<file path="src/rtl/pfir_pkg.sv">
package pfir_pkg;

  localparam int unsigned REG_W = 32;
  localparam int unsigned EVT_N = 9;
  localparam logic [REG_W-1:0] RESET_KEY = 32'h0000_00A5;

  // word index = byte offset / 4
  typedef enum logic [3:0] {
    WI_STATUS   = 4'd0,
    WI_ENABLE   = 4'd1,
    WI_TX_RST   = 4'd2,
    WI_TX_VAC   = 4'd3,
    WI_TX_DATA  = 4'd4,
    WI_TX_LEN   = 4'd5,
    WI_RX_RST   = 4'd6,
    WI_RX_OCC   = 4'd7,
    WI_RX_DATA  = 4'd8,
    WI_RX_LEN   = 4'd9,
    WI_LINK_RST = 4'd10
  } word_idx_e;

  // event positions (bit k of the event vector)
  localparam int unsigned EV_TX_RST_DONE = 7;
  localparam int unsigned EV_RX_RST_DONE = 8;

  function automatic logic [EVT_N-1:0] evt_default();
    logic [EVT_N-1:0] v;
    v = '0;
    v[EV_TX_RST_DONE] = 1'b1;
    v[EV_RX_RST_DONE] = 1'b1;
    return v;
  endfunction

  // event k lives at register bit REG_W-1-k
  function automatic logic [REG_W-1:0] evt_to_word(input logic [EVT_N-1:0] e);
    logic [REG_W-1:0] w;
    w = '0;
    for (int k = 0; k < EVT_N; k++) w[REG_W-1-k] = e[k];
    return w;
  endfunction

  function automatic logic [EVT_N-1:0] word_to_evt(input logic [REG_W-1:0] w);
    logic [EVT_N-1:0] e;
    for (int k = 0; k < EVT_N; k++) e[k] = w[REG_W-1-k];
    return e;
  endfunction

  function automatic logic key_match(input logic [REG_W-1:0] d);
    return d == RESET_KEY;
  endfunction

  function automatic logic sticky_next(input logic cur, input logic set, input logic clr);
    return (cur & ~clr) | set;
  endfunction

endpackage

</file>
<file path="src/rtl/pfir_addr_dec.sv">
module pfir_addr_dec
  import pfir_pkg::*;
#(
  parameter int unsigned ADDR_W = 6
) (
  input  logic              clk,
  input  logic              rst,
  input  logic              busy_i,
  input  logic [ADDR_W-1:0] addr_i,
  input  logic              wr_i,
  input  logic [REG_W-1:0]  wdata_i,
  output logic              sts_wr_o,
  output logic              en_wr_o,
  output logic              rd_sts_o,
  output logic              rd_en_o,
  output logic              link_start_o,
  output logic              tx_rst_req_o,
  output logic              rx_rst_req_o
);

  localparam int unsigned WIX_W = ADDR_W - 2;

  logic [WIX_W-1:0] widx;
  logic             aligned;
  logic             wr_ok;
  logic             key_ok;
  logic             tx_hit;
  logic             rx_hit;

  assign widx    = addr_i[ADDR_W-1:2];
  assign aligned = (addr_i[1:0] == 2'b00);
  assign wr_ok   = wr_i & ~busy_i & aligned;
  assign key_ok  = key_match(wdata_i);

  assign sts_wr_o     = wr_ok && (widx == WIX_W'(WI_STATUS));
  assign en_wr_o      = wr_ok && (widx == WIX_W'(WI_ENABLE));
  assign rd_sts_o     = aligned && (widx == WIX_W'(WI_STATUS));
  assign rd_en_o      = aligned && (widx == WIX_W'(WI_ENABLE));
  assign tx_hit       = wr_ok && key_ok && (widx == WIX_W'(WI_TX_RST));
  assign rx_hit       = wr_ok && key_ok && (widx == WIX_W'(WI_RX_RST));
  assign link_start_o = wr_ok && key_ok && (widx == WIX_W'(WI_LINK_RST));

  always_ff @(posedge clk) begin
    if (rst || busy_i) begin
      tx_rst_req_o <= 1'b0;
      rx_rst_req_o <= 1'b0;
    end else begin
      tx_rst_req_o <= tx_hit;
      rx_rst_req_o <= rx_hit;
    end
  end

  // a transmit request follows only a keyed write to the transmit reset word
  p_tx_key_r7: assert property (@(posedge clk) disable iff (rst)
    tx_rst_req_o |-> $past(wr_i && !busy_i && addr_i == ADDR_W'(8) && wdata_i == 32'h0000_00A5));

  // same for the receive side
  p_rx_key_r8: assert property (@(posedge clk) disable iff (rst)
    rx_rst_req_o |-> $past(wr_i && !busy_i && addr_i == ADDR_W'(24) && wdata_i == 32'h0000_00A5));

  // writes to reserved words never produce a request
  p_rsvd_quiet_r10: assert property (@(posedge clk) disable iff (rst)
    (wr_i && addr_i >= ADDR_W'(44)) |=> (!tx_rst_req_o && !rx_rst_req_o));

endmodule

</file>
<file path="src/rtl/pfir_sticky.sv">
module pfir_sticky
  import pfir_pkg::*;
#(
  parameter int unsigned        N   = EVT_N,
  parameter logic [N-1:0]       DEF = '0
) (
  input  logic         clk,
  input  logic         rst,
  input  logic         soft_rst_i,
  input  logic [N-1:0] set_i,
  input  logic [N-1:0] clr_i,
  output logic [N-1:0] sts_o
);

  for (genvar k = 0; k < N; k++) begin : g_bit
    always_ff @(posedge clk) begin
      if (rst || soft_rst_i) sts_o[k] <= DEF[k];
      else                   sts_o[k] <= sticky_next(sts_o[k], set_i[k], clr_i[k]);
    end

    // a set bit without a clear stays set
    p_hold_r2: assert property (@(posedge clk) disable iff (rst)
      (!soft_rst_i && sts_o[k] && !clr_i[k]) |=> sts_o[k]);

    // an event wins over a same-cycle clear
    p_set_wins_r4: assert property (@(posedge clk) disable iff (rst)
      (!soft_rst_i && set_i[k]) |=> sts_o[k]);

    // a clear without an event empties the bit
    p_clear_r3: assert property (@(posedge clk) disable iff (rst)
      (!soft_rst_i && clr_i[k] && !set_i[k]) |=> !sts_o[k]);
  end

endmodule

</file>
<file path="src/rtl/pfir_link_timer.sv">
module pfir_link_timer #(
  parameter int unsigned LINK_RST_CYC = 8
) (
  input  logic clk,
  input  logic rst,
  input  logic start_i,
  output logic busy_o
);

  localparam int unsigned CNT_W = $clog2(LINK_RST_CYC + 1);

  logic [CNT_W-1:0] cnt;

  always_ff @(posedge clk) begin
    if (rst)              cnt <= '0;
    else if (cnt != '0)   cnt <= cnt - 1'b1;
    else if (start_i)     cnt <= CNT_W'(LINK_RST_CYC);
  end

  assign busy_o = (cnt != '0);

  // the window opens at its full length
  p_load_r9: assert property (@(posedge clk) disable iff (rst)
    (!busy_o && start_i) |=> (cnt == CNT_W'(LINK_RST_CYC)));

  // the window shrinks by one each cycle
  p_count_r9: assert property (@(posedge clk) disable iff (rst)
    busy_o |=> (cnt == $past(cnt) - 1'b1));

endmodule

</file>
<file path="src/rtl/pkt_fifo_irq_regs.sv">
module pkt_fifo_irq_regs
  import pfir_pkg::*;
#(
  parameter int unsigned ADDR_W       = 6,
  parameter int unsigned LINK_RST_CYC = 8
) (
  input  logic              clk,
  input  logic              rst,
  input  logic [ADDR_W-1:0] reg_addr,
  input  logic              reg_wr,
  input  logic [REG_W-1:0]  reg_wdata,
  input  logic              reg_rd,
  output logic [REG_W-1:0]  reg_rdata,
  input  logic [EVT_N-1:0]  evt_pulse,
  output logic              irq,
  output logic              tx_rst_req,
  output logic              rx_rst_req,
  output logic              link_rst
);

  localparam logic [EVT_N-1:0] EVT_DEF = evt_default();

  logic             sts_wr;
  logic             en_wr;
  logic             rd_sts;
  logic             rd_en;
  logic             link_start;
  logic             link_busy;
  logic [EVT_N-1:0] clr_v;
  logic [EVT_N-1:0] sts_q;
  logic [EVT_N-1:0] en_q;

  pfir_addr_dec #(.ADDR_W(ADDR_W)) u_dec (
    .clk          (clk),
    .rst          (rst),
    .busy_i       (link_busy),
    .addr_i       (reg_addr),
    .wr_i         (reg_wr),
    .wdata_i      (reg_wdata),
    .sts_wr_o     (sts_wr),
    .en_wr_o      (en_wr),
    .rd_sts_o     (rd_sts),
    .rd_en_o      (rd_en),
    .link_start_o (link_start),
    .tx_rst_req_o (tx_rst_req),
    .rx_rst_req_o (rx_rst_req)
  );

  pfir_link_timer #(.LINK_RST_CYC(LINK_RST_CYC)) u_link (
    .clk     (clk),
    .rst     (rst),
    .start_i (link_start),
    .busy_o  (link_busy)
  );

  assign clr_v = sts_wr ? word_to_evt(reg_wdata) : '0;

  pfir_sticky #(.N(EVT_N), .DEF(EVT_DEF)) u_sts (
    .clk        (clk),
    .rst        (rst),
    .soft_rst_i (link_busy),
    .set_i      (evt_pulse),
    .clr_i      (clr_v),
    .sts_o      (sts_q)
  );

  always_ff @(posedge clk) begin
    if (rst || link_busy) en_q <= EVT_DEF;
    else if (en_wr)       en_q <= word_to_evt(reg_wdata);
  end

  always_ff @(posedge clk) begin
    if (rst)                  reg_rdata <= '0;
    else if (reg_rd && rd_sts) reg_rdata <= evt_to_word(sts_q);
    else if (reg_rd && rd_en)  reg_rdata <= evt_to_word(en_q);
    else                       reg_rdata <= '0;
  end

  assign irq      = |(sts_q & en_q);
  assign link_rst = link_busy;

  // an idle read strobe leaves zero on the read bus
  p_rdata_idle_r11: assert property (@(posedge clk) disable iff (rst)
    !$past(reg_rd) |-> (reg_rdata == '0));

  // with no event, write or link reset, a low interrupt stays low
  p_irq_quiet_r5: assert property (@(posedge clk) disable iff (rst)
    (!irq && evt_pulse == '0 && !reg_wr && !link_rst) |=> !irq);

  // reserved bits of a read word are zero
  p_rsvd_bits_r6: assert property (@(posedge clk) disable iff (rst)
    reg_rdata[REG_W-EVT_N-1:0] == '0);

  // during the link reset window, no request leaves
  p_link_quiet_r9: assert property (@(posedge clk) disable iff (rst)
    $past(link_rst) |-> (!tx_rst_req && !rx_rst_req));

endmodule

</file>
<file path="config.mk">
export PLATFORM = sky130hd
export DESIGN_NAME = pkt_fifo_irq_regs
export DESIGN_NICKNAME = d
export VERILOG_FILES = /design/src/rtl/pfir_pkg.sv /design/src/rtl/pfir_addr_dec.sv /design/src/rtl/pfir_sticky.sv /design/src/rtl/pfir_link_timer.sv /design/src/rtl/pkt_fifo_irq_regs.sv
export SDC_FILE = /design/constraint.sdc
export NUM_CORES = 1
export LEC_CHECK = 0
export BUFFER_PORTS_ARGS = -buffer_cell sky130_fd_sc_hd__buf_2
export CAP_MARGIN = 25
export CORE_UTILIZATION = 40
export DETAILED_ROUTE_END_ITERATION = 7
export GPL_TIMING_DRIVEN = 0
export PLACE_DENSITY_LB_ADDON = 0.25
export SYNTH_ARGS = -nofsm -noshare
export SYNTH_HDL_FRONTEND = slang
export SYNTH_HIERARCHICAL = 1
export SYNTH_SLANG_ARGS = --single-unit
</file>
<file path="constraint.sdc">
create_clock -name clk -period 1.8 [get_ports clk]
set_clock_uncertainty 0.2 [all_clocks]
set_input_delay 0.18 -clock clk [delete_from_list [all_inputs] [get_ports clk]]
set_output_delay 0.18 -clock clk [all_outputs]
set_load 0.01 [all_outputs]
</file>
==> results.sh, run 1 <==
export IMPL_ys_types=34
export IMPL_place_congestion=0.782
export IMPL_run_status="finished with violations"
export IMPL_wire_per_inst_microns=11.9
export IMPL_synth_top_area_share_pct=39.4
export IMPL_reg2reg_depth=7
export IMPL_synth_top_family_by_area="simple AND/OR/NAND/NOR gates"
export IMPL_drc=0
export IMPL_cts_buffer_depth=2
export IMPL_antenna_cells=0
export IMPL_top_usage_layer="met2"
export IMPL_hold_path_startpoint="rst"
export IMPL_vias=1642
export IMPL_grtUsageTotal_pct=19.7
export IMPL_path_buf_inv=1
export IMPL_rows=23
export IMPL_report_final_slew_viol_count=0
export IMPL_die_w_microns=66.8
export IMPL_grt_use_met3_pct=4.45
export IMPL_use_met2_pct=33.0
export IMPL_hold_viol_final=0
export IMPL_holdWs_ns=0.0275
export IMPL_rrSetupSlack_ns=-0.04
export IMPL_antenna_found_initial=0
export IMPL_synthXorXnorAreaFrac_pct=0
export IMPL_cp_max_fo=5
export IMPL_reg2reg_from="u_link/cnt[1]"
export IMPL_fin_area_sq_um=2670
export IMPL_holdPathStages=3
export IMPL_cts_buffers=5
export IMPL_min_period_ns=1.84
export IMPL_grt_max_degree=11
export IMPL_crit_required_ns=1.77
export IMPL_drt_iter0_drc=53
export IMPL_power_total_w=0.00152
export IMPL_muxShareOfSynthArea_pct=5.97
export IMPL_cap_violations=0
export IMPL_timing_setup_tns_ns=-0.390
export IMPL_fp_dieH_microns=66.8
export IMPL_synth_compound_area_share_pct=9.47
export IMPL_fmax_ghz=0.543
export IMPL_total_leakage_power_nw=1.23
export IMPL_min_to="en_q[8]"
export IMPL_power_density_nw_per_um2=569
export IMPL_async_flop_share_pct=0
export IMPL_ys_warn_count=6
export IMPL_die_area_sq_um=4460
export IMPL_viasPerCell=4.51
export IMPL_synthCells=191
export IMPL_synth_edf_count=0
export IMPL_path_clk_slew_ns=0.06
export IMPL_placed_area_sq_um=2150
export IMPL_initial_core_util_pct=41.9
export IMPL_portBuffers=63
export IMPL_nNetsFinal=364
export IMPL_end_kind="register"
export IMPL_root_buffer="clkbuf_8"
export IMPL_synth_simple_area_share_pct=29.9
export IMPL_met1_usage_pct=23.8
export IMPL_hpwlAfterDp_mm=2.91
export IMPL_failed_checks="negative setup slack"
export IMPL_ys_ff_latch=33
export IMPL_cp_top_family="simple AND/OR/NAND/NOR gates"
export IMPL_slowest_stage="dfxtp_4"
export IMPL_timing_worst_setup_path_type="reg -> reg"
export IMPL_period_share_pct=102
export IMPL_clkSinkCount=33
export IMPL_pin_count=87
export IMPL_grt_ovfl_total=0
export IMPL_cts_tree="yes"
export IMPL_routed_wl_mm=4.32
export IMPL_yosysTopAreaCell="dfxtp_1"
export IMPL_cp_start_kind="register"
export IMPL_ant_nets=0
export IMPL_crit_arrival_ns=1.82
export IMPL_drive_gt1_share_pct=43.6
export IMPL_synth_flop_cell="dfxtp_1"
export IMPL_grt_pass1_vias=1430
export IMPL_finalSetupViolCount=19
export IMPL_final_fill_count=361
export IMPL_path_cells="nor3_4 > nand2b_1 > nor3b_2 > and2_4 > and2_4 > inv_2 > a211o_1"
export IMPL_fin_ws_ns=-0.0425
export IMPL_min_path_type="in -> reg"
export IMPL_area_growth_pct=59.1
export IMPL_coreArea_sq_um=4000
export IMPL_grt_setup_unrepaired="yes"
export IMPL_dr_pass1_iters=4
export IMPL_worst_path_largest_cell_delay_ns=0.36
export IMPL_synth_avg_cell_area_sq_um=8.78
export IMPL_peakVddDrop_mv=0.548
export IMPL_worstSkewPairLatency_ns=0.28
export IMPL_synth_fa_ha_area_share_pct=0
export IMPL_path_common_cell="and2_4"
export IMPL_grt_pass1_wl_mm=6.42
export IMPL_r2r_end="u_sts/sts_o[7]"
export IMPL_synth_area_top_cells="dfxtp_1 (39%), buf_4 (11%), mux2i_1 (6.0%)"
export IMPL_syn_area_sq_um=1680
export IMPL_htree_levels=2
export IMPL_ys_seq_area_share_pct=39.4
-- stage by stage --
| stage | setup slack, ns | std cells | utilization (%) |
|---|---|---|---|
| 5_1_grt | -0.133 | 364 | 66.8 |
| 6_report | -0.0425 | 364 | 66.8 |
| 3_3_place_gp | -0.320 | 326 | 53.8 |
| 3_5_place_dp | -0.372 | 326 | 53.8 |
| 2_1_floorplan | -0.0311 | 213 | - |
| 4_1_cts | -0.0596 | 362 | 63.2 |
-- worst min-delay path, delay by kind of cell --
family	cells	cell delay, ns
buf+inv	1	0.16
simple gates	2	0.13
-- synth_stat cells (2+ instances only) --
master    instances
a211o_1           2
a21oi_1          18
and2_1           11
buf_4            25
buf_6             2
dfxtp_1          33
inv_1             9
mux2i_1          10
nand2_1          13
nand2b_1          9
nand3_1           3
nand3b_1         11
nor2_1           11
nor3_1            4
nor3b_1           2
nor4_1            6
nor4_2            2
nor4bb_1          2
o21ai_0           2
or2_1             2
-- layer usage --
metal	vias up	share of wire, %
met3	7	4.8
met4	0	1.7
met1	738	43
met5	-	0
li1	852	-
met2	45	50
-- cells by family after synthesis --
family          count (synthesis)
flops                          33
compound gates                 26
other cells                     1
mux                            10
simple gates                   83
buf+inv                        38
-- final cells by class --
type                            count  area, sq um  area share [%]
Inverter                            9         33.8            1.27
Clock inverter                      2         10.0           0.375
Clock buffer                        6         72.6            2.72
Timing Repair Buffer               93          611            22.9
Tap cell                           50         62.6            2.34
Sequential cell                    33          666            24.9
Buffer                             29          223            8.34
Multi-Input combinational cell    142          992            37.2
-- sequential cells by signal (all words and copies together), names as in the netlist --
name	cells
en_q	9
u_link/cnt	4
u_dec/rx_rst_req_o	1
u_dec/tx_rst_req_o	1
reg_rdata	9
u_sts/sts_o	9
-- worst max-delay path by stage --
| stage | depth (start not counted) | startpoint | slack (ns) | to |
|---|---|---|---|---|
| finish | 7 | u_link/cnt[1] | -0.04 | u_sts/sts_o[7] |
| global route | 8 | u_link/cnt[1] | -0.13 | u_link/cnt[3] |
| CTS | 8 | u_link/cnt[3] | -0.06 | u_link/cnt[3] |
| detailed placement | 7 | reg_addr[1] | -0.37 | reg_rdata[30] |
| global placement | 7 | reg_addr[1] | -0.32 | reg_rdata[30] |
| floorplan | 8 | u_link/cnt[3] | -0.03 | u_link/cnt[3] |
-- report_power, final --
group / total [W] / switching (W) / internal [W]
combinational: 0.000234 / 0.0000972 / 0.000137
clock: 0.000529 / 0.000261 / 0.000267
sequential: 0.000757 / 0.0000153 / 0.000742
total: 0.00152 / 0.000374 / 0.00115
-- placed cells by master (no fill, tap or decap), drive strengths merged, types with 3 or more instances in the layout --
| cell | n |
|---|---|
| clkbuf | 7 |
| inv | 9 |
| nand2 | 13 |
| a21oi | 18 |
| buf | 96 |
| dlygate4sd3 | 25 |
| dfxtp | 33 |
| nand3b | 11 |
| nor3 | 5 |
| mux2i | 10 |
| nand3 | 3 |
| nor4 | 8 |
| conb | 23 |
| nand2b | 9 |
| nor2 | 11 |
| and2 | 11 |
-- what timing repair did --
action                                  CTS  global route
buffers inserted                          3             2
hold buffers                             25             0
hold endpoints to repair                 24             0
endpoints found under the setup margin   12            29
resized for setup                         4            28
pin swaps                                 0            17
No activity file was read; power rests on OpenSTA's default activity.
==> run 2, diff against run 1 <==
- CORE_UTILIZATION: 40 -> 44
- SLEW_MARGIN: unset -> 20
- clock period: 1.8 -> 1.7 ns (I/O delays scaled with it)
==> run 2 against run 1 <==
Effect of this change:
- the run still ends with negative setup slack left
- wire length increased by 6.8%
- non-clock buffer count increased by 5
- utilization increased by 4.9 points
- count of clock-buffer cells in the layout unchanged
- via count increased by 3.3%
- critical path depth unchanged
- global-route usage increased by 3.0 points
- setup slack got worse by 0.10 ns
==> results.sh, run 2 (synthesis gave the netlist of run 1 again) <==
export IMPL_r2r_end="u_sts/sts_o[7]"
export IMPL_power_density_nw_per_um2=610
export IMPL_portBuffers=63
export IMPL_grt_ovfl_total=0
export IMPL_top_usage_layer="met2"
export IMPL_routed_wl_mm=4.62
export IMPL_grt_max_degree=11
export IMPL_cp_max_fo=8
export IMPL_biggestRegsByFlops="en_q (9), reg_rdata (9), u_sts/sts_o (9)"
export IMPL_end_kind="register"
export IMPL_run_status="finished with violations"
export IMPL_antenna_cells=0
export IMPL_sw_frac_of_total_pct=24.8
export IMPL_cp_top_family="simple AND/OR/NAND/NOR gates"
export IMPL_use_met2_pct=40.8
export IMPL_layout_common_cells="buf_2 (63), buf_4 (34), dfxtp_1 (30)"
export IMPL_min_period_ns=1.85
export IMPL_grt_use_met3_pct=5.18
export IMPL_power_frac_seq_pct=49.8
export IMPL_clkSinkCount=33
export IMPL_coreArea_sq_um=3660
export IMPL_fin_ws_ns=-0.146
export IMPL_nNetsFinal=369
export IMPL_viasPerCell=4.62
export IMPL_vias=1696
export IMPL_crit_arrival_ns=1.82
export IMPL_total_leakage_power_nw=1.22
export IMPL_grt_pass1_wl_mm=6.97
export IMPL_p_int_w=0.00120
export IMPL_rows=22
export IMPL_htree_levels=2
export IMPL_drc=0
export IMPL_timing_setup_tns_ns=-1.77
export IMPL_path_cells="nor3_4 > nand2b_1 > nor3b_2 > and2_4 > and2_1 > inv_1 > a211o_1"
export IMPL_crit_required_ns=1.67
export IMPL_holdPathStages=4
export IMPL_p_sw_w=0.000396
export IMPL_initial_core_util_pct=45.8
export IMPL_dr_pass1_iters=4
export IMPL_p_comb_share_pct=14.8
export IMPL_die_area_sq_um=4060
export IMPL_die_w_microns=63.8
export IMPL_min_path_type="in -> reg"
export IMPL_pin_count=87
export IMPL_worstSkewPairLatency_ns=0.28
export IMPL_path_clk_slew_ns=0.07
export IMPL_worst_path_largest_cell_delay_ns=0.35
export IMPL_cts_buffer_depth=2
export IMPL_peakVddDrop_mv=0.513
export IMPL_cts_tree="yes"
export IMPL_drt_iter0_drc=147
export IMPL_fp_dieH_microns=63.8
export IMPL_drive_gt1_share_pct=41.4
export IMPL_wire_per_inst_microns=12.6
export IMPL_hold_viol_final=0
export IMPL_reg2reg_depth=7
export IMPL_finalSetupViolCount=19
export IMPL_failed_checks="negative setup slack"
export IMPL_path_depth=7
export IMPL_startpoint="u_link/cnt[3]"
export IMPL_cp_endpoint="u_sts/sts_o[7]"
export IMPL_grt_setup_unrepaired="yes"
export IMPL_holdWs_ns=0.00218
export IMPL_ant_nets=0
export IMPL_grt_pass1_vias=1525
export IMPL_final_common_cell="buf_2"
export IMPL_final_fill_count=295
export IMPL_met1_usage_pct=25.1
export IMPL_area_growth_pct=56.4
export IMPL_cts_buffers=5
export IMPL_slowest_stage="dfxtp_4"
export IMPL_rrSetupSlack_ns=-0.15
export IMPL_timing_worst_setup_path_type="reg -> reg"
export IMPL_period_share_pct=109
export IMPL_cp_start_kind="register"
export IMPL_hpwlAfterDp_mm=2.87
export IMPL_root_buffer="clkbuf_8"
export IMPL_pwr_share_clk_pct=35.4
export IMPL_place_congestion=0.768
export IMPL_path_buf_inv=1
export IMPL_grtUsageTotal_pct=22.7
export IMPL_antenna_found_initial=0
export IMPL_reg2reg_from="u_link/cnt[3]"
export IMPL_cap_violations=0
export IMPL_fmax_ghz=0.542
export IMPL_report_final_slew_viol_count=0
[run 2: changes by cell type in the layout (fill, tap and decap cells not counted), sizes merged]
| cell | before | now |
|---|---|---|
| dlygate4sd3 | 25 | 23 |
| buf | 96 | 103 |
[run 2: worst min path at each step]
stage	slack (ns)	endpoint	from
6_report	0.002	u_dec/tx_rst_req_o	reg_wdata[17]
2_1_floorplan	0.03	u_link/cnt[1]	rst
3_5_place_dp	0.16	u_sts/sts_o[8]	evt_pulse[8]
4_1_cts	-0.002	u_dec/tx_rst_req_o	reg_wdata[17]
3_3_place_gp	0.16	u_sts/sts_o[8]	evt_pulse[8]
5_1_grt	0.03	u_dec/tx_rst_req_o	reg_wdata[17]
[run 2: worst reg2reg max path, delay by kind of cell (launching register included)]
| kind | cells | cell delay, ns |
|---|---|---|
| DFF | 1 | 0.35 |
| AOI/OAI and AO/OA | 1 | 0.25 |
| and+or+nand+nor | 5 | 0.89 |
| buffers and inverters | 1 | 0.04 |
[run 2: final cells by class]
cell class,instances,area (sq um),share of cell area (%)
timing repair buffer,98,649,24.7
clock inverter,2,10.0,0.381
buffer,29,223,8.49
inverter,9,33.8,1.29
tap,48,60.1,2.29
sequential,33,669,25.5
multi-input combinational,142,906,34.5
clock buffer,6,72.6,2.77
[run 2: routing by layer]
metal	up-vias	wire length, microns
met4	0	68
li1	863	-
met3	8	305
met2	71	2460
met1	754	1780
met5	-	0
[run 2: power by group through the flow]
stage / logic, W / clock network [W] / registers [W]
after floorplan: 0.000106 / 0 / 0.000812
after global placement: 0.000182 / 0 / 0.000815
after detailed placement: 0.000184 / 0 / 0.000815
after CTS: 0.000227 / 0.000574 / 0.000797
after global routing: 0.000256 / 0.000618 / 0.000797
final: 0.000237 / 0.000567 / 0.000796
[run 2: what timing repair did]
item	CTS	global route
hold buffers	23	0
cloned	1	0
resized for setup	9	10
setup endpoints to repair	28	32
buffers inserted	9	2
hold endpoints to repair	24	0
pin swaps	4	5
[run 2: through the flow]
step	cells	cell area, sq um	total power (W)	utilization [%]	setup slack [ns]
final	367	2620	0.00160	71.7	-0.146
after global routing	367	2620	0.00167	71.7	-0.228
after CTS	365	2570	0.00160	70.3	-0.102
after detailed placement	324	2150	0.000999	58.9	-0.344
after global placement	324	2150	0.000997	58.9	-0.360
after floorplan	213	1780	0.000918	-	-0.105
==> run 3, diff against run 2 <==
- CELL_PAD_IN_SITES_DETAIL_PLACEMENT: unset -> 1
- CELL_PAD_IN_SITES_GLOBAL_PLACEMENT: unset -> 1
- CORE_UTILIZATION: 44 -> 32
- SKIP_LAST_GASP: unset -> 1
==> run 3 against run 2 <==
Effect of this change:
- the flow still finishes with violations (negative setup slack)
- sequential share of layout area is 0.78 points lower
- final cell count up 4.1%
- first-iteration DRC count down 67%
- global-route usage down 4.3 points
- via count increased by 3.1%
- critical path type unchanged
- critical endpoint is now u_sts/sts_o[8]
- largest cell class unchanged
- largest power group unchanged
==> results.sh, run 3 (synthesis gave the netlist of run 1 again) <==
export IMPL_cts_buffer_depth=2
export IMPL_grt_pass1_wl_mm=7.58
export IMPL_period_share_pct=108
export IMPL_cp_max_fo=7
export IMPL_final_common_cell="buf_2"
export IMPL_timing_setup_tns_ns=-1.45
export IMPL_placed_area_sq_um=2180
export IMPL_coreArea_sq_um=4880
export IMPL_report_final_slew_viol_count=0
export IMPL_grt_ovfl_total=0
export IMPL_ant_nets=0
export IMPL_layout_common_cells="buf_2 (64), buf_4 (31), dfxtp_1 (28)"
export IMPL_use_met2_pct=33.2
export IMPL_pwr_share_clk_pct=42.3
export IMPL_wire_per_inst_microns=13.6
export IMPL_grt_use_met3_pct=4.20
export IMPL_fmax_ghz=0.545
export IMPL_cts_buffers=5
export IMPL_area_growth_pct=61.9
export IMPL_nNetsFinal=365
export IMPL_drt_iter0_drc=49
export IMPL_crit_required_ns=1.67
export IMPL_p_int_w=0.00140
export IMPL_holdWs_ns=0.00362
export IMPL_portBuffers=63
export IMPL_pin_count=87
export IMPL_worstSkewPairLatency_ns=0.28
export IMPL_cap_violations=0
export IMPL_vias=1748
export IMPL_power_density_nw_per_um2=667
export IMPL_end_kind="register"
export IMPL_place_congestion=0.705
export IMPL_timing_worst_setup_path_type="reg -> reg"
export IMPL_path_clk_slew_ns=0.07
export IMPL_viasPerCell=4.58
export IMPL_initial_core_util_pct=34.4
export IMPL_drive_gt1_share_pct=45.7
export IMPL_grt_max_degree=11
export IMPL_failed_checks="negative setup slack"
export IMPL_rrSetupSlack_ns=-0.14
export IMPL_antenna_found_initial=0
export IMPL_grt_pass1_vias=1667
export IMPL_die_area_sq_um=5540
export IMPL_routed_wl_mm=5.21
export IMPL_peakVddDrop_mv=0.361
export IMPL_root_buffer="clkbuf_8"
export IMPL_hpwlAfterDp_mm=3.39
export IMPL_run_status="finished with violations"
export IMPL_met1_usage_pct=21.5
export IMPL_biggestRegsByFlops="en_q (9), reg_rdata (9), u_sts/sts_o (9)"
export IMPL_p_sw_w=0.000409
export IMPL_fin_area_sq_um=2720
export IMPL_numPlacedInstances=343
export IMPL_cp_start_kind="register"
export IMPL_sw_frac_of_total_pct=22.6
export IMPL_rows=25
export IMPL_htree_levels=2
export IMPL_fp_dieH_microns=74.4
export IMPL_clkSinkCount=33
export IMPL_antenna_cells=0
export IMPL_hold_viol_final=0
export IMPL_total_leakage_power_nw=1.24
export IMPL_cts_tree="yes"
export IMPL_p_comb_share_pct=13.6
export IMPL_drc=0
export IMPL_grt_setup_unrepaired="yes"
export IMPL_top_usage_layer="met2"
export IMPL_power_total_w=0.00181
export IMPL_die_w_microns=74.4
export IMPL_crit_arrival_ns=1.81
export IMPL_finalSetupViolCount=18
export IMPL_grtUsageTotal_pct=18.4
export IMPL_power_frac_seq_pct=44.1
export IMPL_min_path_type="in -> reg"
export IMPL_min_period_ns=1.84
export IMPL_finalNonFillerCells=382
export IMPL_dr_pass1_iters=4
export IMPL_fin_ws_ns=-0.136
[run 3: cell count changes in the layout (fill, tap and decap cells not counted), sizes merged]
cell | before | now
clkbuf | 7 | 8
clkinv | 2 | 0
bufinv | 0 | 1
buf | 103 | 101
dlygate4sd3 | 23 | 21
[run 3: critical path, cell delays in order (launching register included)]
cell and delay (ns):
dfxtp_4 0.36, nor3_4 0.23, nand2b_4 0.10, nor3b_2 0.19, and2_4 0.23, and2_4 0.15, inv_2 0.03, a211o_1 0.24
[run 3: cell type report]
| class | count | area (sq um) |
|---|---|---|
| repair buffers | 94 | 612 |
| flip-flops and latches | 33 | 672 |
| clock buffers | 7 | 86.3 |
| clock inverters | 1 | 30.0 |
| fillers | 606 | 2160 |
| well taps | 67 | 83.8 |
| multi-input cells | 142 | 976 |
| inverters | 9 | 33.8 |
| plain buffers | 29 | 223 |
[run 3: power by group through the flow]
stage	Sequential (W)	Combinational, W	Clock (W)
finish	0.000800	0.000247	0.000766
global route	0.000801	0.000269	0.000812
CTS	0.000795	0.000226	0.000781
detailed placement	0.000816	0.000187	0
global placement	0.000815	0.000183	0
floorplan	0.000812	0.000106	0
[run 3: final timing paths]
check / start / to / depth (start not counted)
worst max-delay path: u_link/cnt[3] / u_sts/sts_o[8] / 7
worst min-delay path: reg_addr[0] / u_dec/rx_rst_req_o / 4
worst max register to register: u_link/cnt[3] / u_sts/sts_o[8] / 7
worst min register to register: u_sts/sts_o[3] / u_sts/sts_o[3] / 2
[run 3: layer usage]
layer,share of wire [%],wire [microns]
met1,40,2070
met2,55,2860
met3,4.3,222
met4,0.94,49
met5,0,0
[run 3: timing repair]
item / CTS / global route
hold buffers: 20 / 1
pin swaps: 2 / 11
gates resized for setup: 8 / 27
endpoints found under the hold margin: 24 / 1
buffers inserted: 4 / 5
setup endpoints to repair: 30 / 32
cloned: 0 / 1
[run 3: through the flow]
stage	worst slack, ns	utilization (%)
floorplan	-0.105	-
global placement	-0.463	44.6
detailed placement	-0.476	44.6
CTS	-0.112	52.4
global route	-0.194	55.7
finish	-0.136	55.7
